File: config.mk
export PLATFORM = sky130hd
export DESIGN_NAME = i2c_cmd_sequencer
export DESIGN_NICKNAME = d
export VERILOG_FILES = /design/src/rtl/i2c_seq_pkg.sv /design/src/rtl/seq_fifo.sv /design/src/rtl/seq_flags.sv /design/src/rtl/seq_ctrl.sv /design/src/rtl/i2c_cmd_sequencer.sv
export SDC_FILE = /design/constraint.sdc
export NUM_CORES = 1
export LEC_CHECK = 0
export ABC_AREA = 0
export BUFFER_PORTS_ARGS = -buffer_cell sky130_fd_sc_hd__buf_2
export CORE_MARGIN = 2
export CORE_UTILIZATION = 35
export CTS_BUF_LIST = sky130_fd_sc_hd__clkbuf_16
export DETAILED_ROUTE_END_ITERATION = 7
export PLACE_DENSITY = 0.58
export SYNTH_ARGS = -nofsm -noshare
export SYNTH_HDL_FRONTEND = slang
export SYNTH_SLANG_ARGS = --single-unit
File: constraint.sdc
create_clock -name clk -period 3.65 [get_ports clk]
set_input_delay 0.1825 -clock clk [delete_from_list [all_inputs] [get_ports clk]]
set_output_delay 0.1825 -clock clk [all_outputs]
set_load 0.05 [all_outputs]
File: src/rtl/i2c_seq_pkg.sv
package i2c_seq_pkg;

    localparam int CMD_W     = 11;
    localparam int BYTE_W    = 8;
    localparam int NUM_FLAGS = 4;

    localparam int FLAG_NAK  = 0;
    localparam int FLAG_ARB  = 1;
    localparam int FLAG_FIFO = 2;
    localparam int FLAG_TMO  = 3;

    typedef enum logic [2:0] {
        CMD_TX     = 3'b000,
        CMD_RX     = 3'b001,
        CMD_STOP   = 3'b010,
        CMD_RXDISC = 3'b011,
        CMD_START  = 3'b100
    } cmd_op_e;

    typedef struct packed {
        cmd_op_e            op;
        logic [BYTE_W-1:0]  arg;
    } cmd_word_t;

    typedef enum logic [2:0] {
        ENG_START   = 3'd0,
        ENG_RESTART = 3'd1,
        ENG_TX      = 3'd2,
        ENG_RX      = 3'd3,
        ENG_STOP    = 3'd4
    } eng_op_e;

    typedef enum logic [1:0] {
        ST_IDLE,
        ST_EXEC,
        ST_FLUSH
    } seq_state_e;

    function automatic logic cmd_is_rx(cmd_op_e op);
        return (op == CMD_RX) || (op == CMD_RXDISC);
    endfunction

endpackage

File: src/rtl/seq_fifo.sv
module seq_fifo #(
    parameter int W     = 8,
    parameter int DEPTH = 4
) (
    input  logic         clk,
    input  logic         rst,
    input  logic         wr_en,
    input  logic [W-1:0] wr_data,
    input  logic         rd_en,
    output logic [W-1:0] rd_data,
    output logic         full,
    output logic         empty
);
    localparam int AW = (DEPTH > 1) ? $clog2(DEPTH) : 1;
    localparam int CW = $clog2(DEPTH + 1);

    logic [W-1:0]  mem [DEPTH];
    logic [AW-1:0] wr_ptr, rd_ptr;
    logic [CW-1:0] count;
    logic          do_wr, do_rd;

    assign full    = (count == CW'(DEPTH));
    assign empty   = (count == '0);
    assign do_wr   = wr_en && !full;
    assign do_rd   = rd_en && !empty;
    assign rd_data = mem[rd_ptr];

    function automatic logic [AW-1:0] next_ptr(logic [AW-1:0] p);
        return (p == AW'(DEPTH - 1)) ? '0 : p + 1'b1;
    endfunction

    always_ff @(posedge clk) begin
        if (rst) begin
            wr_ptr <= '0;
            rd_ptr <= '0;
            count  <= '0;
        end else begin
            if (do_wr) begin
                mem[wr_ptr] <= wr_data;
                wr_ptr      <= next_ptr(wr_ptr);
            end
            if (do_rd) rd_ptr <= next_ptr(rd_ptr);
            if (do_wr && !do_rd)      count <= count + 1'b1;
            else if (do_rd && !do_wr) count <= count - 1'b1;
        end
    end
endmodule

File: src/rtl/seq_flags.sv
module seq_flags #(
    parameter int N = 4
) (
    input  logic         clk,
    input  logic         rst,
    input  logic [N-1:0] set,
    input  logic [N-1:0] clr,
    output logic [N-1:0] flags
);
    for (genvar i = 0; i < N; i++) begin : g_flag
        always_ff @(posedge clk) begin
            if (rst)         flags[i] <= 1'b0;
            else if (set[i]) flags[i] <= 1'b1;
            else if (clr[i]) flags[i] <= 1'b0;
        end
    end
endmodule

File: src/rtl/seq_ctrl.sv
module seq_ctrl
    import i2c_seq_pkg::*;
(
    input  logic              clk,
    input  logic              rst,
    input  cmd_word_t         head,
    input  logic              head_valid,
    output logic              pop,
    output logic              eng_valid,
    output eng_op_e           eng_op,
    output logic [BYTE_W-1:0] eng_data,
    output logic              eng_nack,
    input  logic              eng_done,
    input  logic              eng_nak_in,
    input  logic [BYTE_W-1:0] eng_rx_byte,
    input  logic              arb_lost,
    output logic              rx_push,
    output logic [BYTE_W-1:0] rx_push_data,
    input  logic              rx_full,
    output logic              bus_held,
    output logic              set_nak,
    output logic              set_arb,
    output logic              set_fifo
);
    seq_state_e        state;
    logic [BYTE_W-1:0] cnt;
    logic              discard;

    logic byte_done, rx_byte, rx_last, head_rx;

    assign byte_done    = (state == ST_EXEC) && eng_done && !arb_lost;
    assign rx_byte      = byte_done && (eng_op == ENG_RX);
    assign rx_last      = (cnt == '0);
    assign head_rx      = head_valid && cmd_is_rx(head.op);
    assign eng_nack     = rx_last && !head_rx;
    assign rx_push      = rx_byte && !discard && !rx_full;
    assign rx_push_data = eng_rx_byte;
    assign set_fifo     = (rx_byte && !discard && rx_full) ||
                          (rx_byte && rx_last && !head_valid);
    assign set_nak      = byte_done && (eng_op != ENG_RX) && (eng_op != ENG_STOP) && eng_nak_in;
    assign set_arb      = arb_lost;
    assign pop          = ((state == ST_IDLE) || (state == ST_FLUSH)) && head_valid;

    always_ff @(posedge clk) begin
        if (rst) begin
            state     <= ST_IDLE;
            eng_valid <= 1'b0;
            eng_op    <= ENG_START;
            eng_data  <= '0;
            cnt       <= '0;
            discard   <= 1'b0;
            bus_held  <= 1'b0;
        end else begin
            unique case (state)
                ST_IDLE: begin
                    if (head_valid) begin
                        case (head.op)
                            CMD_START: begin
                                eng_op    <= bus_held ? ENG_RESTART : ENG_START;
                                eng_data  <= head.arg;
                                eng_valid <= 1'b1;
                                state     <= ST_EXEC;
                            end
                            CMD_TX: begin
                                eng_op    <= ENG_TX;
                                eng_data  <= head.arg;
                                eng_valid <= 1'b1;
                                state     <= ST_EXEC;
                            end
                            CMD_RX, CMD_RXDISC: begin
                                eng_op    <= ENG_RX;
                                cnt       <= head.arg;
                                discard   <= (head.op == CMD_RXDISC);
                                eng_valid <= 1'b1;
                                state     <= ST_EXEC;
                            end
                            CMD_STOP: begin
                                eng_op    <= ENG_STOP;
                                eng_valid <= 1'b1;
                                state     <= ST_EXEC;
                            end
                            default: ;
                        endcase
                    end
                end
                ST_EXEC: begin
                    if (arb_lost) begin
                        eng_valid <= 1'b0;
                        bus_held  <= 1'b0;
                        state     <= ST_IDLE;
                    end else if (eng_done) begin
                        case (eng_op)
                            ENG_START, ENG_RESTART, ENG_TX: begin
                                eng_valid <= 1'b0;
                                if (eng_op != ENG_TX) bus_held <= 1'b1;
                                state <= eng_nak_in ? ST_FLUSH : ST_IDLE;
                            end
                            ENG_RX: begin
                                if (rx_last) begin
                                    eng_valid <= 1'b0;
                                    state     <= ST_IDLE;
                                end else begin
                                    cnt <= cnt - 1'b1;
                                end
                            end
                            default: begin
                                eng_valid <= 1'b0;
                                bus_held  <= 1'b0;
                                state     <= ST_IDLE;
                            end
                        endcase
                    end
                end
                ST_FLUSH: begin
                    if (!head_valid || head.op == CMD_STOP) begin
                        eng_op    <= ENG_STOP;
                        eng_valid <= 1'b1;
                        state     <= ST_EXEC;
                    end
                end
                default: state <= ST_IDLE;
            endcase
        end
    end
endmodule

File: src/rtl/i2c_cmd_sequencer.sv
module i2c_cmd_sequencer
    import i2c_seq_pkg::*;
#(
    parameter int CMD_DEPTH = 4,
    parameter int RX_DEPTH  = 4
) (
    input  logic                 clk,
    input  logic                 rst,
    input  logic                 cmd_wr_en,
    input  logic [CMD_W-1:0]     cmd_wr_data,
    output logic                 cmd_full,
    output logic                 cmd_empty,
    input  logic                 rx_rd_en,
    output logic [BYTE_W:0]      rx_rd_data,
    output logic                 rx_full,
    output logic                 rx_empty,
    output logic                 eng_valid,
    output logic [2:0]           eng_op,
    output logic [BYTE_W-1:0]    eng_data,
    output logic                 eng_nack,
    input  logic                 eng_done,
    input  logic                 eng_nak_in,
    input  logic [BYTE_W-1:0]    eng_rx_byte,
    input  logic                 arb_lost,
    input  logic                 pin_timeout,
    output logic [NUM_FLAGS-1:0] flags,
    input  logic [NUM_FLAGS-1:0] flag_clr,
    output logic                 bus_held
);
    logic [CMD_W-1:0]     cmd_q;
    cmd_word_t            cmd_head;
    logic                 cmd_pop;
    logic                 rx_push;
    logic [BYTE_W-1:0]    rx_push_data, rx_q;
    logic                 set_nak, set_arb, set_fifo;
    logic [NUM_FLAGS-1:0] flag_set;
    eng_op_e              op_e;

    assign cmd_head = cmd_word_t'(cmd_q);
    assign eng_op   = op_e;

    seq_fifo #(.W(CMD_W), .DEPTH(CMD_DEPTH)) u_cmdq (
        .clk(clk), .rst(rst),
        .wr_en(cmd_wr_en), .wr_data(cmd_wr_data),
        .rd_en(cmd_pop), .rd_data(cmd_q),
        .full(cmd_full), .empty(cmd_empty)
    );

    seq_fifo #(.W(BYTE_W), .DEPTH(RX_DEPTH)) u_rxq (
        .clk(clk), .rst(rst),
        .wr_en(rx_push), .wr_data(rx_push_data),
        .rd_en(rx_rd_en), .rd_data(rx_q),
        .full(rx_full), .empty(rx_empty)
    );

    assign rx_rd_data = {rx_empty, rx_q};

    seq_ctrl u_ctrl (
        .clk(clk), .rst(rst),
        .head(cmd_head), .head_valid(!cmd_empty), .pop(cmd_pop),
        .eng_valid(eng_valid), .eng_op(op_e), .eng_data(eng_data), .eng_nack(eng_nack),
        .eng_done(eng_done), .eng_nak_in(eng_nak_in), .eng_rx_byte(eng_rx_byte),
        .arb_lost(arb_lost),
        .rx_push(rx_push), .rx_push_data(rx_push_data), .rx_full(rx_full),
        .bus_held(bus_held),
        .set_nak(set_nak), .set_arb(set_arb), .set_fifo(set_fifo)
    );

    always_comb begin
        flag_set            = '0;
        flag_set[FLAG_NAK]  = set_nak;
        flag_set[FLAG_ARB]  = set_arb;
        flag_set[FLAG_FIFO] = set_fifo;
        flag_set[FLAG_TMO]  = pin_timeout;
    end

    seq_flags #(.N(NUM_FLAGS)) u_flags (
        .clk(clk), .rst(rst),
        .set(flag_set), .clr(flag_clr), .flags(flags)
    );
endmodule

# Yosys cells after proc, flatten, opt, wreduce, memory -nomap -nowiden
# Memory sizes are Yosys's and may differ from the RTL's. A register that Yosys moved wholly into a read port is not among the register bits.
# Cells that the tools add are included.
# Widths: inputs -> output; s select.
word_totals:
  latchBits: 0
  mem_count: 2
  ramBits: 76
  regBits: 42
  wordCells: 183
  in_bits: 31
  romBits: 0
mem_list:
  columns: ["name", "words", "word_bits", "rd", "rd_clocked_by_memory_dff", "write_ports", "line", "text"]
  rows:
  - ["u_cmdq.mem", 4, 11, 1, 1, 1, "seq_fifo.sv:17", "logic [W-1:0] mem [DEPTH];"]
  - ["u_rxq.mem", 4, 8, 1, 1, 1, "seq_fifo.sv:17", null]
classes:
  addsub: 9
  n_bitwise: 1
  magnitude_cmp: 0
  mux: 59
  shift: 0
  reduce_logical: 64
  multipliers: 0
  n_eq_ne: 31
  div_mod_pow: 0
op_table:
  columns: ["op", "n"]
  rows:
  - ["$mux 8", 6]
  - ["$mux 2", 15]
  - ["$mux 1", 25]
  - ["$logic_and 1x1->1", 22]
  - ["$mux 3", 6]
  - ["$ne 2x2->1 const B", 9]
  - ["$reduce_bool 2->1", 9]
  - ["$pmux 8 s2", 1]
  - ["$eq 3x2->1 const B", 4]
  - ["$logic_not 3->1", 4]
  - ["$pmux 3 s4", 1]
  - ["$logic_not 1->1", 11]
  - ["$eq 2x2->1 const B", 5]
  - ["$eq 3x3->1 const B", 3]
  - ["$ne 3x2->1 const B", 3]
  - ["$add 2x1->2 const B", 4]
  - ["$logic_not 8->1", 1]
  - ["$reduce_and 4->1", 2]
  - ["$sub 8x1->8 const B", 1]
  - ["$reduce_and 7->1", 1]
  - ["$add 3x1->3 const B", 2]
  - ["$eq 3x1->1 const B", 2]
  - ["$ne 3x3->1 const B", 2]
  - ["$pmux 2 s3", 1]
  - ["18 further kinds", 24]

# Depth between registers and ports, before layout
# Gate-level depths: netlist of the first run.
depth:
  depth_word: 11
  ltp_mapped: 11
  ltp_nobuf: 10

# By module
# From an unflattened synthesis of the first run, not the netlist that was laid out.
unflattened:
  hier_cells: 402
  area_unflattened_um2: 5320.1
by_module_without_submodules:
  columns: ["mod", "cells_per_inst", "instances", "area_each_um2", "seq_area_each_um2"]
  rows:
  - ["seq_fifo (u_cmdq)", 107, 1, 2067.0, 1501.4]
  - ["seq_fifo (u_rxq)", 92, 1, 1639.1, 1141.1]
  - ["seq_ctrl", 185, 1, 1462.7, 480.5]
  - ["seq_flags", 16, 1, 140.1, 80.1]
  - ["i2c_cmd_sequencer", 2, 1, 11.3, 0.0]

# Worst setup path after synthesis of the first run
# No wires, ideal clock.
synth_timing:
  path_kind: "flip-flop to flip-flop"
  start: "reg u_cmdq.count[0]"
  end: "reg u_cmdq.count[2]"
  stages_incl_launch_ff: 10
  setup_ps: 70
  synth_period_minus_slack_ps: 3366
  path_buffers: 0
  arrival_ps: 3296
  path_slack_ps: 284
  cell_sequence: "dfxtp_1 nor3_1 nor2_1 inv_1 ha_1 inv_1 fa_1 xor2_1 or3_1 a21oi_1"
synth_via:
  elab_chain_len: 7
  elab_cells_between_ends: 16
synth_lines:
  columns: ["element", "line", "text"]
  rows:
  - ["start, declared", "seq_fifo.sv:19", "logic [CW-1:0] count;"]
  - ["start signal, assigned", "seq_fifo.sv:43", "if (do_wr && !do_rd) count <= count + 1'b1;"]
  - ["start signal, assigned", "seq_fifo.sv:44", "else if (do_rd && !do_wr) count <= count - 1'b1;"]
  - ["$logic_not 3->1 (*)", "seq_fifo.sv:23", "assign empty = (count == '0);"]
  - ["via cmd_empty", "i2c_cmd_sequencer.sv:12", "output logic cmd_empty,"]
  - ["$logic_not 1->1 (*)", "seq_fifo.sv:25, i2c_cmd_sequencer.sv:60", null]
  - ["$logic_and 1x1->1", "seq_ctrl.sv:42", "assign pop = ((state == ST_IDLE) || (state == ST_FLUSH)) && head_valid;"]
  - ["$logic_and 1x1->1 (*)", "seq_fifo.sv:25", "assign do_rd = rd_en && !empty;"]
  - ["$logic_not 1->1", "seq_fifo.sv:43", null]
  - ["$logic_and 1x1->1", "seq_fifo.sv:43", null]
  - ["$mux 3 / $reduce_bool 2->1 (equally long branches)", null, null]
# The timed path passes the listed nets; every way through them passes the cells marked *. The select of a mux whose other input is x is not followed.
# A chain may end at the register's enable or synchronous reset.

# Worst setup path after layout of the first run
layout_timing:
  start: "reg u_ctrl.eng_op[1]"
  end: "reg u_rxq.count[2]"
layout_via:
  elab_chain_len: 8
  elab_cells_between_ends: 10
layout_lines:
  columns: ["element", "line", "text"]
  rows:
  - ["start, declared", "seq_ctrl.sv:10", "output eng_op_e eng_op,"]
  - ["start signal, assigned", "seq_ctrl.sv:59", "eng_op <= bus_held ? ENG_RESTART : ENG_START;"]
  - ["$eq 3x2->1 (*)", "seq_ctrl.sv:32", "assign rx_byte = byte_done && (eng_op == ENG_RX);"]
  - ["$logic_and 1x1->1 (*)", "seq_ctrl.sv:32", null]
  - ["$logic_and 1x1->1 (*) (2 in series)", "seq_ctrl.sv:36", "assign rx_push = rx_byte && !discard && !rx_full;"]
  - ["$logic_and 1x1->1 (*)", "seq_fifo.sv:24", "assign do_wr = wr_en && !full;"]
  - ["via u_rxq.do_wr", "seq_fifo.sv:20", "logic do_wr, do_rd;"]
  - ["$logic_not 1->1", "seq_fifo.sv:44", null]
  - ["$logic_and 1x1->1", "seq_fifo.sv:44", null]
  - ["$reduce_bool 2->1 (no source line)", null, null]
  - ["end signal, assigned", "seq_fifo.sv:43", null]
  - ["end signal, assigned", "seq_fifo.sv:44", null]
  - ["end, declared", "seq_fifo.sv:19", null]
# The timed path passes the listed nets; every way through them passes the cells marked *.

==> results of run 1 <==
metrics by stage:
step	total power (W)	hold slack (ps)
6_report	0.005114	42.30
5_1_grt	0.005386	51.75
2_1_floorplan	0.003191	281.4
3_5_place_dp	0.003598	398.4
3_3_place_gp	0.003570	388.2
4_1_cts	0.005171	21.80
registers in the layout (all words and copies together), names as in the netlist, 2 cells and up, named ones only:
| name | cells |
|---|---|
| u_cmdq.mem | 44 |
| u_rxq.wr_ptr | 2 |
| u_ctrl.eng_data | 8 |
| u_cmdq.wr_ptr | 2 |
| u_ctrl.cnt | 8 |
| u_flags.flags | 4 |
| u_rxq.mem | 32 |
| u_rxq.count | 3 |
| u_cmdq.rd_ptr | 2 |
| u_rxq.rd_ptr | 2 |
| u_ctrl.eng_op | 3 |
| u_ctrl.state | 2 |
| u_cmdq.count | 3 |
worst max-delay path, cell delays in order, from the launching register on:
cell and delay (ps):
dfxtp_1 380, nor2b_1 360, nand4_1 160, or3_1 440, inv_1 80, ha_1 170
inv_1 60, fa_1 370, xor2_1 150, or3_1 310, a21oi_1 140
cells by family after synthesis:
logic type,count (synthesis)
buffers and inverters,35
adder cells (fa/ha/maj),16
flip-flops,122
AO/OA/AOI/OAI,56
multiplexers,34
XOR/XNOR,7
AND/OR/NAND/NOR,104
final cells by class:
| type | instances | share of cell area (%) |
|---|---|---|
| sequential | 122 | 50.37 |
| multi-input combinational | 217 | 27.88 |
| inverter | 17 | 1.004 |
| tap | 184 | 3.621 |
| clock inverter | 15 | 1.889 |
| timing repair buffer | 86 | 8.540 |
| clock buffer | 17 | 6.690 |
power by group:
part	internal, W	switching, W	leakage [nW]
combinational	0.000646	0.00115	1.10
sequential	0.00162	0.000162	1.06
clock	0.000976	0.000560	0.277
total	0.00325	0.00187	2.44
worst min-delay path by stage:
| stage | start | to | slack, ps |
|---|---|---|---|
| floorplan | cmd_wr_data[0] | u_cmdq.mem[0][0] | 280 |
| CTS | flag_clr[0] | u_flags.flags[0] | 20 |
| global route | flag_clr[0] | u_flags.flags[0] | 50 |
| detailed placement | pin_timeout | u_flags.flags[3] | 400 |
| global placement | pin_timeout | u_flags.flags[3] | 390 |
| finish | flag_clr[0] | u_flags.flags[0] | 40 |
per-layer routing:
| metal | global-route usage (%) | up-vias | share of wire (%) |
|---|---|---|---|
| li1 | - | 1579 | - |
| met1 | 16.78 | 1503 | 46 |
| met2 | 22.38 | 62 | 48 |
| met3 | 4.664 | 13 | 3.9 |
| met4 | 5.882 | 0 | 1.5 |
| met5 | 0 | - | 0 |
cells in the final DEF (no fill, tap or decap), types with 3 or more instances in the layout:
cell type,instances
edfxtp_1,76
buf_2,61
dfxtp_1,46
nor2_1,35
a21oi_1,29
inv_1,21
dlygate4sd3_1,20
clkbuf_16,17
mux2i_1,15
ha_1,14
nand2_1,13
mux4_2,12
nor3_1,10
and2_1,9
mux4_1,7
nand3_1,6
nand2b_1,5
nor2b_1,5
nand4_1,5
or3_1,5
xor2_1,5
o21ai_0,5
buf_4,5
o31ai_1,4
clkinv_1,4
nor3b_1,3
a211o_1,3
clkinv_2,3
what timing repair did:
item                                   4_1_cts  5_1_grt
endpoints found under the hold margin       76        0
buffers inserted                             0        0
hold buffers                                20        0
==> impl_metrics.env, run 1 <==
export IMPL_status="completed"
export IMPL_cts_htree_levels=4
export IMPL_worstHoldPathCells=3
export IMPL_fin_cells=658
export IMPL_diodes=0
export IMPL_first_pass_iters=4
export IMPL_ys_seq_elements=122
export IMPL_nets=508
export IMPL_drv_cap=0
export IMPL_groute_usage_overall_pct=13.76
export IMPL_regArea_um2=3203
export IMPL_reg2reg_slack_ps=960
export IMPL_syn_area_um2=5127
export IMPL_gp_congestion=0.7722
export IMPL_start_util_pct=35.55
export IMPL_powerDensity_nw_per_um2=804.3
export IMPL_ys_top_cells_by_count="edfxtp_1, dfxtp_1, nor2_1"
export IMPL_die_y_um=125.0
export IMPL_post_synth_top_count_cell="edfxtp_1"
export IMPL_final_area_um2=6359
export IMPL_ant_nets=0
export IMPL_syn_inst=374
export IMPL_p_leak_nw=2.439
export IMPL_worst_pin_slew_ps=857.7
export IMPL_placed_cell_area_um2=5613
export IMPL_cts_buffer_depth=2
export IMPL_finalSetupViolCount=0
export IMPL_yosysTopAreaCell="edfxtp_1"
export IMPL_synth_top_family_by_area="multiplexers"
export IMPL_port_buffers=61
export IMPL_routed_wl_mm=10.30
export IMPL_cts_tree="yes"
export IMPL_crit_path_max_fanout=5
export IMPL_worstPathArrival_ps=3020
export IMPL_endpoint="u_rxq.count[2]"
export IMPL_drc=0
export IMPL_vias=3157
export IMPL_critPathCaptureType="flip-flop"
export IMPL_grt_setup_unrepaired="no"
export IMPL_post_place_ws_ps=944.7
export IMPL_pin_count=62
export IMPL_numCtsBuffers=17
export IMPL_relSlewSlack_pct=42.82
export IMPL_grt_pass1_vias=3151
export IMPL_async_reset_ff_share_pct=0
export IMPL_core_area_um2=14420
export IMPL_synth_fp_nets=421
export IMPL_root_buffer="clkbuf_16"
export IMPL_timing_fmax_mhz=371.5
export IMPL_seq_area_frac_synth_pct=62.47
export IMPL_die_area_um2=15630
export IMPL_cp_data_required_time_ps=3980
export IMPL_dpl_hpwl_mm=6.854
export IMPL_clock_skew_ps=6.377
export IMPL_worst_hold_path_type="input port to flip-flop"
export IMPL_setup_slack_ps=958.0
export IMPL_start_kind="flip-flop"
export IMPL_placementRows=44
export IMPL_fill_cells=1289
export IMPL_irDropWorstVdd_mv=0.5559
export IMPL_synth_area_per_cell_um2=13.71
export IMPL_synthXorXnorAreaFrac_pct=1.196
export IMPL_dp_cells=606
export IMPL_clock_sinks=122
export IMPL_grt_pass1_wl_mm=16.50
export IMPL_synth_compound_area_share_pct=7.028
export IMPL_final_core_util_pct=44.08
export IMPL_area_growth_pct=24.01
export IMPL_synthSimpleGateAreaFrac_pct=10.37
export IMPL_drt_iter0_markers=197
export IMPL_die_w_um=125.0
export IMPL_antenna_found_initial=0
export IMPL_detail_route_vias_per_cell=4.798
export IMPL_overflow=0
export IMPL_drive_gt1_share_pct=22.57
export IMPL_reg2reg_depth=10
export IMPL_setup_tns_final_ps=0
export IMPL_crit_path_start="u_ctrl.eng_op[1]"
export IMPL_synth_top_area_share_pct=44.51
export IMPL_synth_flop_cell="edfxtp_1"
export IMPL_cts_resized=0
export IMPL_clk_pin_slew_ps=50
export IMPL_ys_top_cells_by_area="edfxtp_1, dfxtp_1, mux4_2"
export IMPL_synth_warnings=0
export IMPL_synthMuxAreaShare_pct=11.79
export IMPL_hold_viol=0
export IMPL_synth_edf_count=76
export IMPL_rr_endpoint="u_rxq.count[2]"
export IMPL_multi_input_area_um2=1773
export IMPL_reg2reg_from="u_ctrl.eng_op[1]"
export IMPL_critPathKind="flip-flop to flip-flop"
export IMPL_grt_max_degree=45
export IMPL_drv_slew=0
export IMPL_layout_min_cycle_time_ps=2692
export IMPL_min_period_over_period_pct=73.75
export IMPL_post_drt_wl_per_cell_um=15.65
export IMPL_synth_fa_ha_area_share_pct=4.197
export IMPL_clk_latency_ps=410
export IMPL_yosysUniqueCellTypes=50
No activity file was read; power rests on OpenSTA's default activity.
==> run 2, diff against run 1 <==
Settings changed: PLACE_DENSITY 0.58 to 0.59.
Clock period 3.65 ns to 2.26 ns, I/O delays scaled along.
==> run 2 against run 1 <==
  * Count of clock-buffer cells in the layout unchanged
  * Worst hold slack improved by 22 ps
  * Core utilization increased by 2.6 points
  * Sequential share of layout area decreased by 2.6 points
  * Power increased by 70%
  * Clock skew increased by 0.58 ps
  * Routed wire length increased by 1.7%
  * Clock power increased by 70%
  * Largest cell class unchanged
==> impl_metrics.env, run 2 (synthesis gave the netlist of run 1 again) <==
export IMPL_clk_latency_ps=420
export IMPL_vias=3353
export IMPL_drive_gt1_share_pct=31.76
export IMPL_worstPathArrival_ps=2540
export IMPL_relSlewSlack_pct=60.69
export IMPL_nets=541
export IMPL_cts_htree_levels=4
export IMPL_finalSetupViolCount=0
export IMPL_hold_viol=0
export IMPL_die_w_um=125.0
export IMPL_cts_tree="yes"
export IMPL_timing_fmax_mhz=456.1
export IMPL_overflow=0
export IMPL_status="completed"
export IMPL_clock_skew_ps=6.960
export IMPL_start_kind="flip-flop"
export IMPL_min_period_over_period_pct=97.02
export IMPL_regMostFlops="u_cmdq.mem"
export IMPL_worstHoldPathCells=4
export IMPL_worst_pin_slew_ps=588.8
export IMPL_groute_usage_overall_pct=14.27
export IMPL_clk_pin_slew_ps=60
export IMPL_placed_cell_area_um2=5881
export IMPL_critPathKind="flip-flop to flip-flop"
export IMPL_p_leak_nw=2.618
export IMPL_top_regs="u_cmdq.mem: 44 flops, u_rxq.mem: 32 flops"
export IMPL_hold_ws_ps=64.64
export IMPL_cp_data_required_time_ps=2600
export IMPL_port_buffers=61
export IMPL_post_cts_buffers=0
export IMPL_busiest_layer="met2"
export IMPL_setup_slack_ps=67.38
export IMPL_powerDensity_nw_per_um2=1292
export IMPL_ant_nets=0
export IMPL_die_area_um2=15630
export IMPL_diodes=0
export IMPL_met2_usage_pct=23.75
export IMPL_post_place_ws_ps=-28.41
export IMPL_pin_count=62
export IMPL_drt_iter0_markers=214
export IMPL_antenna_found_initial=0
export IMPL_detail_route_vias_per_cell=4.852
export IMPL_final_area_um2=6735
export IMPL_post_drt_wl_per_cell_um=15.16
export IMPL_clock_sinks=122
export IMPL_grt_pass1_wl_mm=17.43
export IMPL_fin_cells=691
export IMPL_root_buffer="clkbuf_16"
export IMPL_fill_cells=1307
export IMPL_crit_path_max_fanout=2
export IMPL_drv_cap=0
export IMPL_die_y_um=125.0
export IMPL_layout_commonest_cell="edfxtp_1"
export IMPL_largest_reg_flops=44
export IMPL_start_util_pct=35.55
export IMPL_numCtsBuffers=17
export IMPL_final_core_util_pct=46.70
export IMPL_drc=0
export IMPL_drv_slew=0
export IMPL_cts_buffer_depth=2
export IMPL_grtUsageMet1_pct=17.33
export IMPL_grt_pass1_vias=3520
export IMPL_first_pass_iters=5
export IMPL_critPathCaptureType="flip-flop"
export IMPL_routed_wl_mm=10.47
export IMPL_grt_max_degree=27
export IMPL_dpl_hpwl_mm=7.202
export IMPL_area_growth_pct=31.36
export IMPL_irDropWorstVdd_mv=0.6525
export IMPL_reg2reg_depth=10
export IMPL_layout_min_cycle_time_ps=2193
export IMPL_final_cell_mix="edfxtp_1, buf_2, dfxtp_1"
export IMPL_grt_setup_unrepaired="yes"
export IMPL_placementRows=44
export IMPL_dp_cells=633
export IMPL_gp_congestion=0.7537
export IMPL_worst_hold_path_type="input port to flip-flop"
export IMPL_gr_usage_met3_pct=4.279
export IMPL_core_area_um2=14420
## run 2: routing by layer
metal	part of all wire [%]	wire, um
met1	46	4794
met5	0	0
met4	1.7	174
met3	3.9	408
met2	49	5096
## run 2: worst paths after layout
path	endpoint	from	slack [ps]
min	u_flags.flags[1]	arb_lost	60
max reg2reg	u_rxq.count[2]	u_ctrl.eng_op[1]	70
max	u_rxq.count[2]	u_ctrl.eng_op[1]	70
min reg2reg	u_ctrl.eng_valid	u_ctrl.eng_valid	460
## run 2: what timing repair did
action / 4_1_cts / 5_1_grt
endpoints found under the hold margin: 81 / 0
resized for setup: 2 / 8
pin swaps: 2 / 0
endpoints found under the setup margin: 2 / 24
hold buffers: 26 / 0
## run 2: through the flow
stage / total power [W] / setup TNS, ps
floorplan: 0.005244 / -490.2
global placement: 0.006019 / 0
detailed placement: 0.006068 / -54.96
CTS: 0.008771 / 0
global route: 0.009180 / -69.03
finish: 0.008700 / 0
## run 2: power by group
group | switching, W | total [W] | internal [W]
Clock | 0.00100 | 0.00262 | 0.00162
Sequential | 0.000267 | 0.00290 | 0.00263
Combinational | 0.00192 | 0.00318 | 0.00126
## run 2: final cells by class
class,count,area [um2],share of cell area (%)
clock buffers,17,425.4,6.316
clock inverters,15,150.1,2.229
inverters,17,63.81,0.9474
multi-input cells,217,1846,27.40
flip-flops and latches,122,3214,47.72
well taps,184,230.2,3.418
repair buffers,119,805.8,11.96
## run 2: critical path, stage by stage, from the launching register on
cell     delay (ps)
dfxtp_4         340
nor2b_4         130
nand4_1         120
or3_4           400
inv_2            80
ha_4            130
inv_2            40
fa_2            320
xor2_1          150
or3_1           300
a21oi_1         120
